### src/rtl/prb_pkg.sv
package prb_pkg;
  localparam int WORD_W    = 32;
  localparam int HOST_AW   = 2;
  localparam int LANE_N    = 4;
  localparam int REGA_W    = 8;
  localparam int POS_WRITE = 31;
  localparam int POS_RATE  = 24;
  localparam int POS_LANE  = 16;
  localparam int POS_ADDR  = 8;

  localparam logic [HOST_AW-1:0] IDX_DATA  = 2'd0;
  localparam logic [HOST_AW-1:0] IDX_CMD   = 2'd1;
  localparam logic [HOST_AW-1:0] IDX_STAT  = 2'd2;
  localparam logic [HOST_AW-1:0] IDX_LIMIT = 2'd3;

  typedef enum logic [1:0] {
    ST_IDLE,
    ST_REQ,
    ST_REL,
    ST_ACK
  } seqState_t;

  typedef struct packed {
    logic acceptCmd;
    logic latchPhy;
    logic setAck;
    logic setTimeout;
  } seqStrobe_t;
endpackage

### src/rtl/prb_seq.sv
module prb_seq
  import prb_pkg::*;
#(
  parameter int TIMER_W = 16
) (
  input  logic               clk,
  input  logic               rstN,
  input  logic               cmdWrite,
  input  logic               writeFlag,
  input  logic               phyAck,
  input  logic [TIMER_W-1:0] limit,
  output seqStrobe_t         strb,
  output logic               phyReq,
  output logic               busy
);
  localparam int CMP_W = TIMER_W + 1;

  seqState_t state, nextState;
  logic reqLevel, nextReq;
  logic [TIMER_W-1:0] waitCnt;
  logic reach;

  assign reach  = ({1'b0, waitCnt} + CMP_W'(1)) >= {1'b0, limit};
  assign phyReq = reqLevel;
  assign busy   = (state != ST_IDLE);

  always_comb begin
    nextState = state;
    nextReq   = reqLevel;
    strb      = '0;
    case (state)
      ST_IDLE: begin
        if (cmdWrite) begin
          if (writeFlag) begin
            if (!reqLevel) begin
              strb.acceptCmd = 1'b1;
              strb.latchPhy  = 1'b1;
              nextReq        = 1'b1;
              nextState      = ST_REQ;
            end
          end else begin
            strb.acceptCmd = 1'b1;
            if (reqLevel) begin
              nextReq   = 1'b0;
              nextState = ST_REL;
            end else begin
              nextState = ST_ACK;
            end
          end
        end
      end
      ST_REQ: begin
        if (phyAck) begin
          strb.setAck = 1'b1;
          nextState   = ST_IDLE;
        end else if (reach) begin
          strb.setTimeout = 1'b1;
          nextReq         = 1'b0;
          nextState       = ST_IDLE;
        end
      end
      ST_REL: begin
        if (!phyAck) begin
          strb.setAck = 1'b1;
          nextState   = ST_IDLE;
        end else if (reach) begin
          strb.setTimeout = 1'b1;
          nextState       = ST_IDLE;
        end
      end
      ST_ACK: begin
        strb.setAck = 1'b1;
        nextState   = ST_IDLE;
      end
      default: nextState = ST_IDLE;
    endcase
  end

  always_ff @(posedge clk) begin
    if (!rstN) begin
      state    <= ST_IDLE;
      reqLevel <= 1'b0;
      waitCnt  <= '0;
    end else begin
      state    <= nextState;
      reqLevel <= nextReq;
      if (state == ST_IDLE) waitCnt <= '0;
      else                  waitCnt <= waitCnt + TIMER_W'(1);
    end
  end
endmodule

### src/rtl/prb_phyport.sv
module prb_phyport
  import prb_pkg::*;
#(
  parameter int LANES  = LANE_N,
  parameter int ADDR_W = REGA_W,
  parameter int DATA_W = WORD_W
) (
  input  logic              clk,
  input  logic              rstN,
  input  logic              latch,
  input  logic              rateIn,
  input  logic [LANES-1:0]  laneIn,
  input  logic [ADDR_W-1:0] addrIn,
  input  logic [DATA_W-1:0] dataIn,
  output logic              rateOut,
  output logic [LANES-1:0]  laneOut,
  output logic [ADDR_W-1:0] addrOut,
  output logic [DATA_W-1:0] dataOut
);
  for (genvar ln = 0; ln < LANES; ln++) begin : gLane
    always_ff @(posedge clk) begin
      if (!rstN)      laneOut[ln] <= 1'b0;
      else if (latch) laneOut[ln] <= laneIn[ln];
    end
  end

  always_ff @(posedge clk) begin
    if (!rstN) begin
      rateOut <= 1'b0;
      addrOut <= '0;
      dataOut <= '0;
    end else if (latch) begin
      rateOut <= rateIn;
      addrOut <= addrIn;
      dataOut <= dataIn;
    end
  end
endmodule

### src/rtl/prb_regs.sv
module prb_regs
  import prb_pkg::*;
#(
  parameter int          TIMER_W       = 16,
  parameter logic [15:0] DEFAULT_LIMIT = 16'd4000
) (
  input  logic               clk,
  input  logic               rstN,
  input  logic               hostWrEn,
  input  logic [HOST_AW-1:0] hostAddr,
  input  logic [WORD_W-1:0]  hostWrData,
  output logic [WORD_W-1:0]  hostRdData,
  input  seqStrobe_t         strb,
  input  logic               busy,
  output logic               cmdWrite,
  output logic               writeFlag,
  output logic [TIMER_W-1:0] limit,
  output logic [WORD_W-1:0]  dataReg,
  output logic [WORD_W-1:1]  cmdWord,
  output logic               ackBit,
  output logic               toFlag
);
  logic statClr;

  assign cmdWrite  = hostWrEn && (hostAddr == IDX_CMD);
  assign writeFlag = hostWrData[POS_WRITE];
  assign statClr   = hostWrEn && (hostAddr == IDX_STAT) && hostWrData[0];

  always_ff @(posedge clk) begin
    if (!rstN) begin
      dataReg <= '0;
      cmdWord <= '0;
      ackBit  <= 1'b0;
      toFlag  <= 1'b0;
      limit   <= TIMER_W'(DEFAULT_LIMIT);
    end else begin
      if (hostWrEn && hostAddr == IDX_DATA)  dataReg <= hostWrData;
      if (hostWrEn && hostAddr == IDX_LIMIT) limit   <= hostWrData[TIMER_W-1:0];
      if (strb.acceptCmd) begin
        cmdWord <= hostWrData[WORD_W-1:1];
        ackBit  <= 1'b0;
      end else if (strb.setAck) begin
        ackBit  <= 1'b1;
      end
      if (strb.setTimeout) toFlag <= 1'b1;
      else if (statClr)    toFlag <= 1'b0;
    end
  end

  always_comb begin
    case (hostAddr)
      IDX_DATA:  hostRdData = dataReg;
      IDX_CMD:   hostRdData = {cmdWord, ackBit};
      IDX_STAT:  hostRdData = {{(WORD_W-2){1'b0}}, busy, toFlag};
      default:   hostRdData = WORD_W'(limit);
    endcase
  end
endmodule

### src/rtl/phy_reg_bridge.sv
module phy_reg_bridge
  import prb_pkg::*;
#(
  parameter int          TIMER_W       = 16,
  parameter logic [15:0] DEFAULT_LIMIT = 16'd4000
) (
  input  logic                  clk,
  input  logic                  rstN,
  input  logic                  hostWrEn,
  input  logic [HOST_AW-1:0]    hostAddr,
  input  logic [WORD_W-1:0]     hostWrData,
  output logic [WORD_W-1:0]     hostRdData,
  output logic                  phyReq,
  output logic                  phyRate,
  output logic [LANE_N-1:0]     phyLaneMask,
  output logic [REGA_W-1:0]     phyAddr,
  output logic [WORD_W-1:0]     phyWrData,
  input  logic                  phyAck
);
  seqStrobe_t         strb;
  logic               busy;
  logic               cmdWrite;
  logic               writeFlag;
  logic [TIMER_W-1:0] limit;
  logic [WORD_W-1:0]  dataReg;
  logic [WORD_W-1:1]  cmdWord;
  logic               ackBit;
  logic               toFlag;

  prb_regs #(
    .TIMER_W      (TIMER_W),
    .DEFAULT_LIMIT(DEFAULT_LIMIT)
  ) u_regs (
    .clk       (clk),
    .rstN      (rstN),
    .hostWrEn  (hostWrEn),
    .hostAddr  (hostAddr),
    .hostWrData(hostWrData),
    .hostRdData(hostRdData),
    .strb      (strb),
    .busy      (busy),
    .cmdWrite  (cmdWrite),
    .writeFlag (writeFlag),
    .limit     (limit),
    .dataReg   (dataReg),
    .cmdWord   (cmdWord),
    .ackBit    (ackBit),
    .toFlag    (toFlag)
  );

  prb_seq #(
    .TIMER_W(TIMER_W)
  ) u_seq (
    .clk      (clk),
    .rstN     (rstN),
    .cmdWrite (cmdWrite),
    .writeFlag(writeFlag),
    .phyAck   (phyAck),
    .limit    (limit),
    .strb     (strb),
    .phyReq   (phyReq),
    .busy     (busy)
  );

  prb_phyport #(
    .LANES (LANE_N),
    .ADDR_W(REGA_W),
    .DATA_W(WORD_W)
  ) u_port (
    .clk    (clk),
    .rstN   (rstN),
    .latch  (strb.latchPhy),
    .rateIn (hostWrData[POS_RATE]),
    .laneIn (hostWrData[POS_LANE +: LANE_N]),
    .addrIn (hostWrData[POS_ADDR +: REGA_W]),
    .dataIn (dataReg),
    .rateOut(phyRate),
    .laneOut(phyLaneMask),
    .addrOut(phyAddr),
    .dataOut(phyWrData)
  );
endmodule

### config.mk
export PLATFORM = sky130hd
export DESIGN_NAME = phy_reg_bridge
export DESIGN_NICKNAME = d
export VERILOG_FILES = /design/src/rtl/prb_pkg.sv /design/src/rtl/prb_seq.sv /design/src/rtl/prb_phyport.sv /design/src/rtl/prb_regs.sv /design/src/rtl/phy_reg_bridge.sv
export SDC_FILE = /design/constraint.sdc
export NUM_CORES = 1
export LEC_CHECK = 0
export BUFFER_PORTS_ARGS = -buffer_cell sky130_fd_sc_hd__buf_4
export CELL_PAD_IN_SITES_DETAIL_PLACEMENT = 0
export CELL_PAD_IN_SITES_GLOBAL_PLACEMENT = 1
export CORE_ASPECT_RATIO = 0.5
export CORE_UTILIZATION = 41
export DETAILED_ROUTE_END_ITERATION = 6
export HOLD_SLACK_MARGIN = 0.03
export PLACE_DENSITY = 0.9
export SYNTH_ARGS = -nofsm -noshare
export SYNTH_HDL_FRONTEND = slang
export SYNTH_SLANG_ARGS = --single-unit
### constraint.sdc
create_clock -name clk -period 3.4 [get_ports clk]
set_input_delay 0.17 -clock clk [delete_from_list [all_inputs] [get_ports clk]]
set_output_delay 0.17 -clock clk [all_outputs]
set_load 0.01 [all_outputs]
==> reports/metrics.csv, run 1 <==
metric;value;unit
status;completed;
largest cells by area after synthesis;dfxtp_1 (44%), nand2_1 (15%), a21boi_0 (8.8%), mux2i_1 (4.7%), a21boi_1 (4.6%);
initial antenna violation count;0;
post-route antenna net violation count;0;
Ys Warns;0;
post-synthesis async set-or-reset flop share;0;%
Via-to-Cell Ratio;5.083;
slowest cell on the critical path;dfxtp_1;
1st-iter DRT viols;329;
IR drop worst, VDD;0.2970;mV
final setup fails;0;
max incr delay on CP;0.41;ns
Largest delay share family, worst path;compound AO/OA/AOI/OAI gates;
# nets final;967;
post-synth top area cell;dfxtp_1;
period utilization;89.60;%
drt wl/cell;15.46;um
max-slew violations;0;
Hold WS;0.05420;ns
FF-to-FF End;u_regs.toFlag$_SDFFE_PN0P_;
RSZ-0062 raised after global routing;no;
CP Launch Point;u_seq.waitCnt[0]$_SDFF_PP0_;
Seq/Total Area, Yosys;44.23;%
Mapped Nets;850;
flops & latches, synth;145;
antenna cells;0;
GRT Util Overall;21.62;%
reg2reg path depth;11;
Mapped Cells;792;
gp weighted congestion;0.9081;
CTS tree;done;
Synth cell types;40;
Post-CTS Setup Inserts;0;
Chip Height;91.46;um
Worst Setup End Kind;flop;
Post-synth EDFFs;0;
HP Class;in2reg;
post-detail-place hpwl;10920;um
CTS clock-pin slew for the worst setup and hold paths;0.06;ns
global route total overflow;0;
Data required, critical path;3.71;ns
Max Fclk;328.3;MHz
met1 Use GR;28.17;%
min Tclk post-route;3.046;ns
CP Class;reg2reg;
syn avg cell area;8.286;um^2
Finished Cell Area;8406;um^2
DP Area;7507;um^2
fin util;54.11;%
Post-CTS Hold Buffers;29;
row cnt;32;
TritonCTS Buffers;17;
I/O Buffers;115;
reg2reg setup slack;0.35;ns
met2 Use GR;35.94;%
top_reg_cell synth;dfxtp_1;
DRT Pass-1 Iters;4;
clock buffer depth;2;
number of max-cap violations;0;
Levels on crit path;11;
Root Driver;clkbuf_16;
type of origin of the critical path;flop;
multi-input logic area;3346;um^2
GR Layer Usage met3;4.292;%
synth-to-layout area growth;28.08;%
vias in the first global route;5524;
Relative slew margins;27.45;%
Pwr Density;481.2;nW/um^2
core box area;15530;um^2
Routed WL;17410;um
post-synth top area share;44.23;%
CTS H-tree depth;4;
I/O pin count;116;
Initial Util;42.24;%
TNS Setup;0;ns
Worst-Margin Slew;1.088;ns
Lkg Pwr;3.390;nW
WP buf/inv;0;
CP Data Arrival Time;3.36;ns
Seq. cell area;2903;um^2
clk_skew;0.01240;ns
Sink Count;145;
layout cells sized above 1;17.57;%
final hold violation count;0;
CTS resizes;0;
r2r startpoint;u_seq.waitCnt[0]$_SDFF_PP0_;
Die Span X;180.9;um
fill count;1448;
first-pass GRT wire length;28280;um
pin count of the biggest net entering global routing;91;
Setup crit end;u_regs.toFlag$_SDFFE_PN0P_;
# DRC;0;
cells along the critical path;ha_1 -> nand4_1 -> nor2_1 -> nand4_1 -> xnor2_1 -> ha_1 -> nand3_1 -> o221ai_1 -> a311o_1 -> a211o_1 -> a41o_1;
Skew-Pair Late Insertion Delay;0.43;ns
Max FO, Critical Path;5;
Top Usage Layer GRT;met2;
via count;5724;
die area;16550;um^2
cell area after synthesis;6563;um^2
## cell usage after synthesis (2+ instances only)
| master | count |
|---|---|
| a21boi_0 | 77 |
| a21boi_1 | 40 |
| a21o_1 | 2 |
| a21oi_1 | 9 |
| and3_1 | 7 |
| and4_1 | 2 |
| and4_4 | 2 |
| buf_2 | 7 |
| buf_4 | 5 |
| buf_6 | 4 |
| clkbuf_1 | 36 |
| dfxtp_1 | 145 |
| ha_1 | 20 |
| inv_1 | 22 |
| mux2i_1 | 31 |
| mux4_2 | 2 |
| nand2_1 | 265 |
| nand3_1 | 11 |
| nand4_1 | 5 |
| nor2_1 | 22 |
| nor2b_1 | 15 |
| nor3_1 | 3 |
| nor3b_1 | 2 |
| o211ai_1 | 7 |
| o21ai_0 | 24 |
| xnor2_1 | 9 |
| xor2_1 | 5 |
## area by class of cell
type                    count  share of cell area (%)
clock buffers              19                   5.150
clock inverters            13                   2.084
inverters                  22                  0.9824
multi-input cells         573                   39.80
flip-flops and latches    145                   34.53
well taps                 204                   3.037
repair buffers            150                   14.41
## cells in the final DEF (no fill, tap or decap), drive strengths merged, types with 2 or more instances in the layout
cell type and count:
or3b 2, a21o 2, bufinv 3, buf 121
nand2 265, mux4 2, o211ai 7, and4 4
clkinvlp 4, xnor2 9, nor2b 15, dlygate4sd3 29
inv 28, nand3 11, xor2 5, a21oi 9
ha 20, nor3b 2, and3 7, nor3 3
nand4 5, clkbuf 19, a21boi 117, mux2i 31
o21ai 24, dfxtp 145, nor2 22
## power by group
part / internal (mW) / total (mW) / switching (mW)
Sequential: 1.74 / 1.77 / 0.0279
Combinational: 0.148 / 0.330 / 0.182
Clock: 1.17 / 1.95 / 0.776
Total: 3.06 / 4.04 / 0.985
## through the flow
step	setup slack [ns]	power, mW	cells
after detailed placement	0.3949	2.109	1065
after global routing	0.1335	4.192	1126
after CTS	0.3585	4.077	1126
after global placement	0.4535	2.103	1065
after floorplan	0.7324	1.976	792
final	0.3537	4.045	1126
## state kept, by name (all words and copies together) (netlist names)
signal,count
u_regs.toFlag,1
u_regs.dataReg,32
u_seq.state,2
u_regs.limit,16
u_port.addrOut,8
u_port.dataOut,32
u_seq.phyReq,1
u_port.rateOut,1
u_regs.ackBit,1
u_regs.cmdWord,31
u_port.laneOut,4
u_seq.waitCnt,16
## worst register-to-register path, delay by kind of cell (launching register included)
kind,cells,cell delay (ns)
compound gates,4,1.01
fa+ha+maj,2,0.51
xor+xnor,1,0.20
simple gates,4,0.80
flops,1,0.41
## routing by layer
layer  vias to the layer above  routed length, um  part of all wire (%)
met5                         -                  0                     0
li1                       2856                  -                     -
met3                        17                901                   5.2
met1                      2707               8235                    47
met2                       144               8018                    46
met4                         0                252                   1.4
## cells by family (layout without fill, tap and decap cells)
kind of cell / after synthesis / in the layout / synth area share [%]
mux: 34 / 34 / 5.586
flops: 145 / 145 / 44.23
xor+xnor: 14 / 14 / 1.868
compound gates: 165 / 165 / 17.73
simple gates: 340 / 340 / 21.66
fa+ha+maj: 20 / 20 / 3.813
buf+inv: 74 / 204 / 5.110
## worst min path at each step
| stage | from | end | slack, ns | depth (start not counted) |
|---|---|---|---|---|
| global placement | hostWrData[7] | u_regs.limit[7]$_SDFFE_PN1P_ | 0.42 | 3 |
| floorplan | hostWrData[8] | u_port.addrOut[0]$_SDFFE_PN0P_ | 0.30 | 2 |
| finish | hostWrData[0] | u_regs.dataReg[0]$_SDFFE_PN0P_ | 0.05 | 3 |
| CTS | hostWrData[0] | u_regs.dataReg[0]$_SDFFE_PN0P_ | 0.03 | 3 |
| detailed placement | hostWrData[7] | u_regs.limit[7]$_SDFFE_PN1P_ | 0.43 | 3 |
| global route | hostWrData[30] | u_regs.dataReg[30]$_SDFFE_PN0P_ | 0.05 | 3 |
Power figures use the tool's default switching activity.
==> inputs of run 2 (changes only) <==
--- a/config.mk
+++ b/config.mk
@@ -9,10 +9,11 @@
 export CELL_PAD_IN_SITES_DETAIL_PLACEMENT = 0
 export CELL_PAD_IN_SITES_GLOBAL_PLACEMENT = 1
 export CORE_ASPECT_RATIO = 0.5
-export CORE_UTILIZATION = 41
+export CORE_UTILIZATION = 39
 export DETAILED_ROUTE_END_ITERATION = 6
+export GPL_ROUTABILITY_DRIVEN = 1
 export HOLD_SLACK_MARGIN = 0.03
-export PLACE_DENSITY = 0.9
+export PLACE_DENSITY = 0.87
 export SYNTH_ARGS = -nofsm -noshare
 export SYNTH_HDL_FRONTEND = slang
 export SYNTH_SLANG_ARGS = --single-unit
==> run 2 against run 1 <==
  * Sequential share of layout area decreased by 0.43 points
  * Register-to-register slack worse by 0.07 ns
  * Critical path type unchanged
  * Design area up 1.3%
  * Setup slack worse by 0.070 ns
  * Critical endpoint unchanged
  * Critical path depth is the same
  * Largest cell class unchanged
  * Worst hold slack improved by 0.033 ns
  * Clock skew shrank 0.0061 ns
  * Global-route usage decreased by 0.27 points
  * Die area increased by 5.0%
  * Maximum frequency is 2.3% lower
  * Highest routed layer unchanged
  * Flip-flop and latch count unchanged
==> reports/metrics.csv, run 2 (synthesis results as in run 1) <==
metric;value;unit;change
status;completed;;
CTS clock-pin slew for the worst setup and hold paths;0.06;ns;about the same
Pwr Density;493.3;nW/um^2;+2.5%
Chip Height;93.73;um;+2.5%
final setup fails;0;;unchanged
Seq. cell area;2903;um^2;unchanged
r2r startpoint;u_seq.waitCnt[0]$_SDFF_PP0_;;
reg2reg path depth;11;;unchanged
layout cells sized above 1;17.91;%;+0.34 points
initial antenna violation count;0;;unchanged
row cnt;33;;+3.1%
Routed WL;17420;um;about the same
gp weighted congestion;0.8355;;-8.0%
Via-to-Cell Ratio;4.882;;-4.0%
Max Fclk;320.8;MHz;-2.3%
Die Span X;185.5;um;+2.5%
Hold Crit Depth;3;;unchanged
# nets final;972;;+0.52%
Top Registers;u_port.dataOut (32), u_regs.dataReg (32), u_regs.cmdWord (31);;
via count;5634;;-1.6%
antenna cells;0;;unchanged
TNS Setup;0;ns;unchanged
CP Class;reg2reg;;
Largest delay share family, worst path;compound AO/OA/AOI/OAI gates;;
max incr delay on CP;0.40;ns;about the same
Relative slew margins;27.04;%;-0.41 points
core box area;16390;um^2;+5.5%
die area;17380;um^2;+5.0%
1st-iter DRT viols;369;;+12%
CTS H-tree depth;4;;unchanged
TritonCTS Buffers;17;;unchanged
RSZ-0062 raised after global routing;no;;
global route total overflow;0;;unchanged
CP Data Arrival Time;3.44;ns;+0.08 ns
Worst-Margin Slew;1.094;ns;+0.006180 ns
first-pass GRT wire length;28470;um;+0.68%
slowest cell on the critical path;dfxtp_1;;
reg2reg setup slack;0.28;ns;-0.07 ns
most frequent cells in the layout;nand2_1 (265), dfxtp_1 (145), buf_4 (124);;
final hold violation count;0;;unchanged
max-slew violations;0;;unchanged
post-route antenna net violation count;0;;unchanged
drt wl/cell;15.09;um;-2.4%
Root Driver;clkbuf_16;;
Post-CTS Setup Inserts;0;;unchanged
post-detail-place hpwl;11240;um;+2.9%
WP buf/inv;0;;unchanged
CTS tree;done;;
Lkg Pwr;3.443;nW;+1.6%
Max FO, Critical Path;5;;unchanged
dpl cells;1091;;+2.4%
period utilization;91.67;%;+2.1 points
pin count of the biggest net entering global routing;80;;-12%
DRT Pass-1 Iters;5;;+1
clk_skew;0.006290;ns;-0.006115 ns
vias in the first global route;5427;;-1.8%
hold_sp;hostWrData[31];;
HP Class;in2reg;;
Hold Crit Endpoint;u_regs.dataReg[31]$_SDFFE_PN0P_;;
Worst Setup End Kind;flop;;
GRT Util Overall;21.35;%;-0.27 points
Initial Util;40.04;%;-2.2 points
clock buffer depth;2;;unchanged
most common cell after layout, fill and taps aside;nand2_1;;
Sink Count;145;;unchanged
I/O Buffers;115;;unchanged
# DRC;0;;unchanged
multi-input logic area;3338;um^2;-0.22%
Skew-Pair Late Insertion Delay;0.43;ns;about the same
IR drop worst, VDD;0.3702;mV;+25%
CTS resizes;0;;unchanged
DP Area;7538;um^2;+0.42%
type of origin of the critical path;flop;;
cells along the critical path;ha_1 -> nand4_1 -> nor2_1 -> nand4_1 -> xnor2_1 -> ha_1 -> a21oi_1 -> o221ai_1 -> a311o_1 -> a211o_1 -> a41o_1;;
Data required, critical path;3.72;ns;about the same
FF-to-FF End;u_regs.toFlag$_SDFFE_PN0P_;;
Finished Layout Cells;1154;;+2.5%
Finished Cell Area;8511;um^2;+1.3%
number of max-cap violations;0;;unchanged
Post-CTS Hold Buffers;31;;+6.9%
synth-to-layout area growth;29.69;%;
Hold WS;0.08750;ns;+0.03330 ns
I/O pin count;116;;unchanged
fill count;1555;;+7.4%
min Tclk post-route;3.117;ns;+0.07042 ns
==> run 2: cell count changes in the layout (fill, tap and decap cells not counted), sizes merged <==
cell	previous run	this run
buf	121	124
bufinv	3	5
clkbuf	19	20
clkinv	0	4
clkinvlp	4	2
dlygate4sd3	29	31
inv	28	23
==> run 2: worst max path at each step <==
stage,startpoint,to,slack (ns),cells after the start
final,u_seq.waitCnt[0]$_SDFF_PP0_,u_regs.toFlag$_SDFFE_PN0P_,0.28,11
after global routing,u_seq.waitCnt[0]$_SDFF_PP0_,u_regs.toFlag$_SDFFE_PN0P_,0.09,11
after CTS,u_seq.waitCnt[0]$_SDFF_PP0_,u_regs.toFlag$_SDFFE_PN0P_,0.30,11
after detailed placement,u_seq.waitCnt[0]$_SDFF_PP0_,u_regs.toFlag$_SDFFE_PN0P_,0.31,11
after global placement,u_seq.waitCnt[0]$_SDFF_PP0_,u_regs.toFlag$_SDFFE_PN0P_,0.41,11
after floorplan,u_seq.waitCnt[0]$_SDFF_PP0_,u_regs.toFlag$_SDFFE_PN0P_,0.73,11
==> run 2: tightest hold or removal path, stage by stage <==
cell and delay [ns]:
buf_4 0.14, nand2_1 0.08, a21boi_0 0.07
==> run 2: stage by stage <==
stage,total power [mW],util (%),worst slack [ns]
5_1_grt,4.360,51.92,0.09450
2_1_floorplan,1.976,-,0.7324
3_3_place_gp,2.105,45.99,0.4092
6_report,4.198,51.92,0.2832
4_1_cts,4.229,51.92,0.3002
3_5_place_dp,2.110,45.99,0.3143
==> run 2: cell type report <==
type / count / area share (%)
sequential: 145 / 34.11
tap: 227 / 3.337
multi-input combinational: 573 / 39.22
clock buffer: 20 / 5.366
timing repair buffer: 155 / 14.58
clock inverter: 12 / 2.411
inverter: 22 / 0.9703
==> run 2: where the power goes <==
part | internal (mW) | switching (mW)
Sequential | 1.74 | 0.0267
Combinational | 0.150 | 0.182
Clock | 1.35 | 0.754
==> run 2: routing by layer <==
| layer | wire length (um) | track usage (%) | share of wire, % |
|---|---|---|---|
| met1 | 8552 | 28.46 | 49 |
| met2 | 8124 | 34.46 | 47 |
| met3 | 594 | 5.000 | 3.4 |
| met4 | 144 | 5.992 | 0.83 |
| met5 | 0 | 0 | 0 |
==> inputs of run 3 (changes only) <==
--- a/config.mk
+++ b/config.mk
@@ -5,15 +5,16 @@
 export SDC_FILE = /design/constraint.sdc
 export NUM_CORES = 1
 export LEC_CHECK = 0
-export BUFFER_PORTS_ARGS = -buffer_cell sky130_fd_sc_hd__buf_4
 export CELL_PAD_IN_SITES_DETAIL_PLACEMENT = 0
 export CELL_PAD_IN_SITES_GLOBAL_PLACEMENT = 1
 export CORE_ASPECT_RATIO = 0.5
 export CORE_UTILIZATION = 39
 export DETAILED_ROUTE_END_ITERATION = 6
+export DONT_BUFFER_PORTS = 1
 export GPL_ROUTABILITY_DRIVEN = 1
 export HOLD_SLACK_MARGIN = 0.03
-export PLACE_DENSITY = 0.87
+export PLACE_DENSITY = 0.79
+export REMOVE_ABC_BUFFERS = 1
 export SYNTH_ARGS = -nofsm -noshare
 export SYNTH_HDL_FRONTEND = slang
 export SYNTH_SLANG_ARGS = --single-unit
==> run 3 against run 2 <==
  * Global-route usage is 1.4 points lower
  * Count of clock-buffer cells in the layout grew 4
  * Maximum frequency about the same
  * Total power shrank 7.4%
  * Setup slack got worse by 0.0015 ns
  * Die area did not move
  * Largest power group unchanged
==> reports/metrics.csv, run 3 (synthesis results as in run 1) <==
metric;value;unit;change
post-route antenna net violation count;0;;unchanged
core box area;16390;um^2;unchanged
fill count;1610;;+3.5%
Pwr Total;3.886;mW;-7.4%
clock buffer depth;2;;unchanged
max-slew violations;0;;unchanged
TNS Setup;0;ns;unchanged
die area;17380;um^2;unchanged
DP Area;6658;um^2;-12%
worst setup margin;0.2817;ns;-0.001512 ns
Sink Count;145;;unchanged
CP Data Arrival Time;3.43;ns;about the same
antenna cells;0;;unchanged
gp weighted congestion;0.8117;;-2.8%
number of max-cap violations;0;;unchanged
first-pass GRT wire length;26710;um;-6.2%
Lkg Pwr;2.813;nW;-18%
dpl cells;971;;-11%
vias in the first global route;5064;;-6.7%
CTS H-tree depth;4;;unchanged
M1 WL;8195;um;-4.2%
TritonCTS Buffers;17;;unchanged
Chip Height;93.73;um;unchanged
met3 wire length;475;um;-20%
most frequent cells in the layout;nand2_1 (265), dfxtp_1 (145), a21boi_0 (77);;
Data required, critical path;3.71;ns;about the same
top layer in use;met4;;
type of origin of the critical path;flop;;
RSZ-0062 raised after global routing;no;;
Worst Setup End Kind;flop;;
IR drop worst, VDD;0.2501;mV;-32%
1st-iter DRT viols;291;;-21%
final setup fails;0;;unchanged
Finished Layout Cells;1038;;-10%
clk_skew;0.01225;ns;+0.005956 ns
initial antenna violation count;0;;unchanged
Root Driver;clkbuf_16;;
CP Class;reg2reg;;
global route total overflow;0;;unchanged
via count;5230;;-7.2%
Worst-Margin Slew;1.096;ns;+0.001182 ns
Initial Util;40.04;%;unchanged
most common cell after layout, fill and taps aside;nand2_1;;
# DRC;0;;unchanged
placement-stage worst setup slack;0.2893;ns;-0.02501 ns
period utilization;91.71;%;about the same
reg2reg path depth;11;;unchanged
pin count of the biggest net entering global routing;136;;+70%
# nets final;856;;-12%
Skew-Pair Late Insertion Delay;0.41;ns;-0.02 ns
GRT Util Overall;19.91;%;-1.4 points
metal2 WL;7725;um;-4.9%
I/O Buffers;0;;-100%
Pwr Density;510.5;nW/um^2;+3.5%
I/O pin count;116;;unchanged
CTS clock-pin slew for the worst setup and hold paths;0.06;ns;about the same
CTS tree;done;;
HP Class;in2reg;;
Die Span X;185.5;um;unchanged
min Tclk post-route;3.118;ns;+0.001512 ns
Top Registers;u_port.dataOut (32), u_regs.dataReg (32), u_regs.cmdWord (31);;
Finished Cell Area;7611;um^2;-11%
Routed WL;16680;um;-4.2%
Max FO, Critical Path;5;;unchanged
final hold violation count;0;;unchanged
DRT Pass-1 Iters;4;;-1
Hold Crit Depth;4;;+1
Relative slew margins;26.96;%;-0.079 points
Via-to-Cell Ratio;5.039;;+3.2%
row cnt;33;;unchanged
status;completed;;
drt wl/cell;16.07;um;+6.5%
synth-to-layout area growth;15.98;%;
post-detail-place hpwl;9985;um;-11%
CTS resizes;0;;unchanged
Max Fclk;320.7;MHz;about the same
layout cells sized above 1;5.425;%;-12 points
## run 3: cell count changes in the layout (fill, tap and decap cells not counted), sizes merged
cell / previous run / this run
clkinvlp: 2 / 1
inv: 23 / 22
bufinv: 5 / 2
clkinv: 4 / 5
dlygate4sd3: 31 / 34
clkbuf: 20 / 24
buf: 124 / 5
## run 3: per-layer routing
| metal | vias up | global-route usage [%] |
|---|---|---|
| met2 | 73 | 32.52 |
| li1 | 2627 | - |
| met3 | 24 | 3.682 |
| met1 | 2506 | 26.23 |
| met5 | - | 0 |
| met4 | 0 | 7.300 |
## run 3: worst paths after layout
| path | slack [ns] | endpoint | from |
|---|---|---|---|
| worst min-delay path | 0.07 | u_seq.state[0]$_SDFFE_PN0P_ | hostWrData[31] |
| worst min register to register | 0.46 | u_port.dataOut[15]$_SDFFE_PN0P_ | u_regs.dataReg[15]$_SDFFE_PN0P_ |
| worst max register to register | 0.28 | u_regs.toFlag$_SDFFE_PN0P_ | u_seq.waitCnt[0]$_SDFF_PP0_ |
| worst max-delay path | 0.28 | u_regs.toFlag$_SDFFE_PN0P_ | u_seq.waitCnt[0]$_SDFF_PP0_ |
## run 3: power breakdown
| group | internal [mW] | switching (mW) | total [mW] |
|---|---|---|---|
| clock network | 1.14 | 0.722 | 1.86 |
| registers | 1.74 | 0.0298 | 1.77 |
| logic | 0.106 | 0.146 | 0.252 |
| total | 2.99 | 0.898 | 3.89 |
## run 3: cell type report
class / instances / area, um^2 / area share (%)
multi-input combinational: 573 / 3346 / 43.96
sequential: 145 / 2903 / 38.14
clock buffer: 24 / 481.7 / 6.329
timing repair buffer: 39 / 410.4 / 5.392
tap: 227 / 284.0 / 3.732
clock inverter: 8 / 103.9 / 1.364
inverter: 22 / 82.58 / 1.085
## run 3: critical path: stages (launching register included)
cell and delay (ns):
dfxtp_1 0.41, ha_1 0.23, nand4_1 0.13, nor2_1 0.35, nand4_1 0.18, xnor2_1 0.22
ha_1 0.29, a21oi_1 0.16, o221ai_1 0.14, a311o_1 0.34, a211o_1 0.33, a41o_1 0.24
## run 3: per-stage QoR
stage               hold slack, ns  utilization (%)
floorplan                   0.2589                -
global placement            0.2660            40.62
detailed placement          0.2739            40.62
CTS                        0.05215            46.43
global route               0.08979            46.43
finish                     0.06642            46.43
## run 3: repair_timing
item / in CTS / in global routing
hold buffers: 35 / 0
endpoints found under the hold margin: 131 / 0
setup buffers: 0 / 0
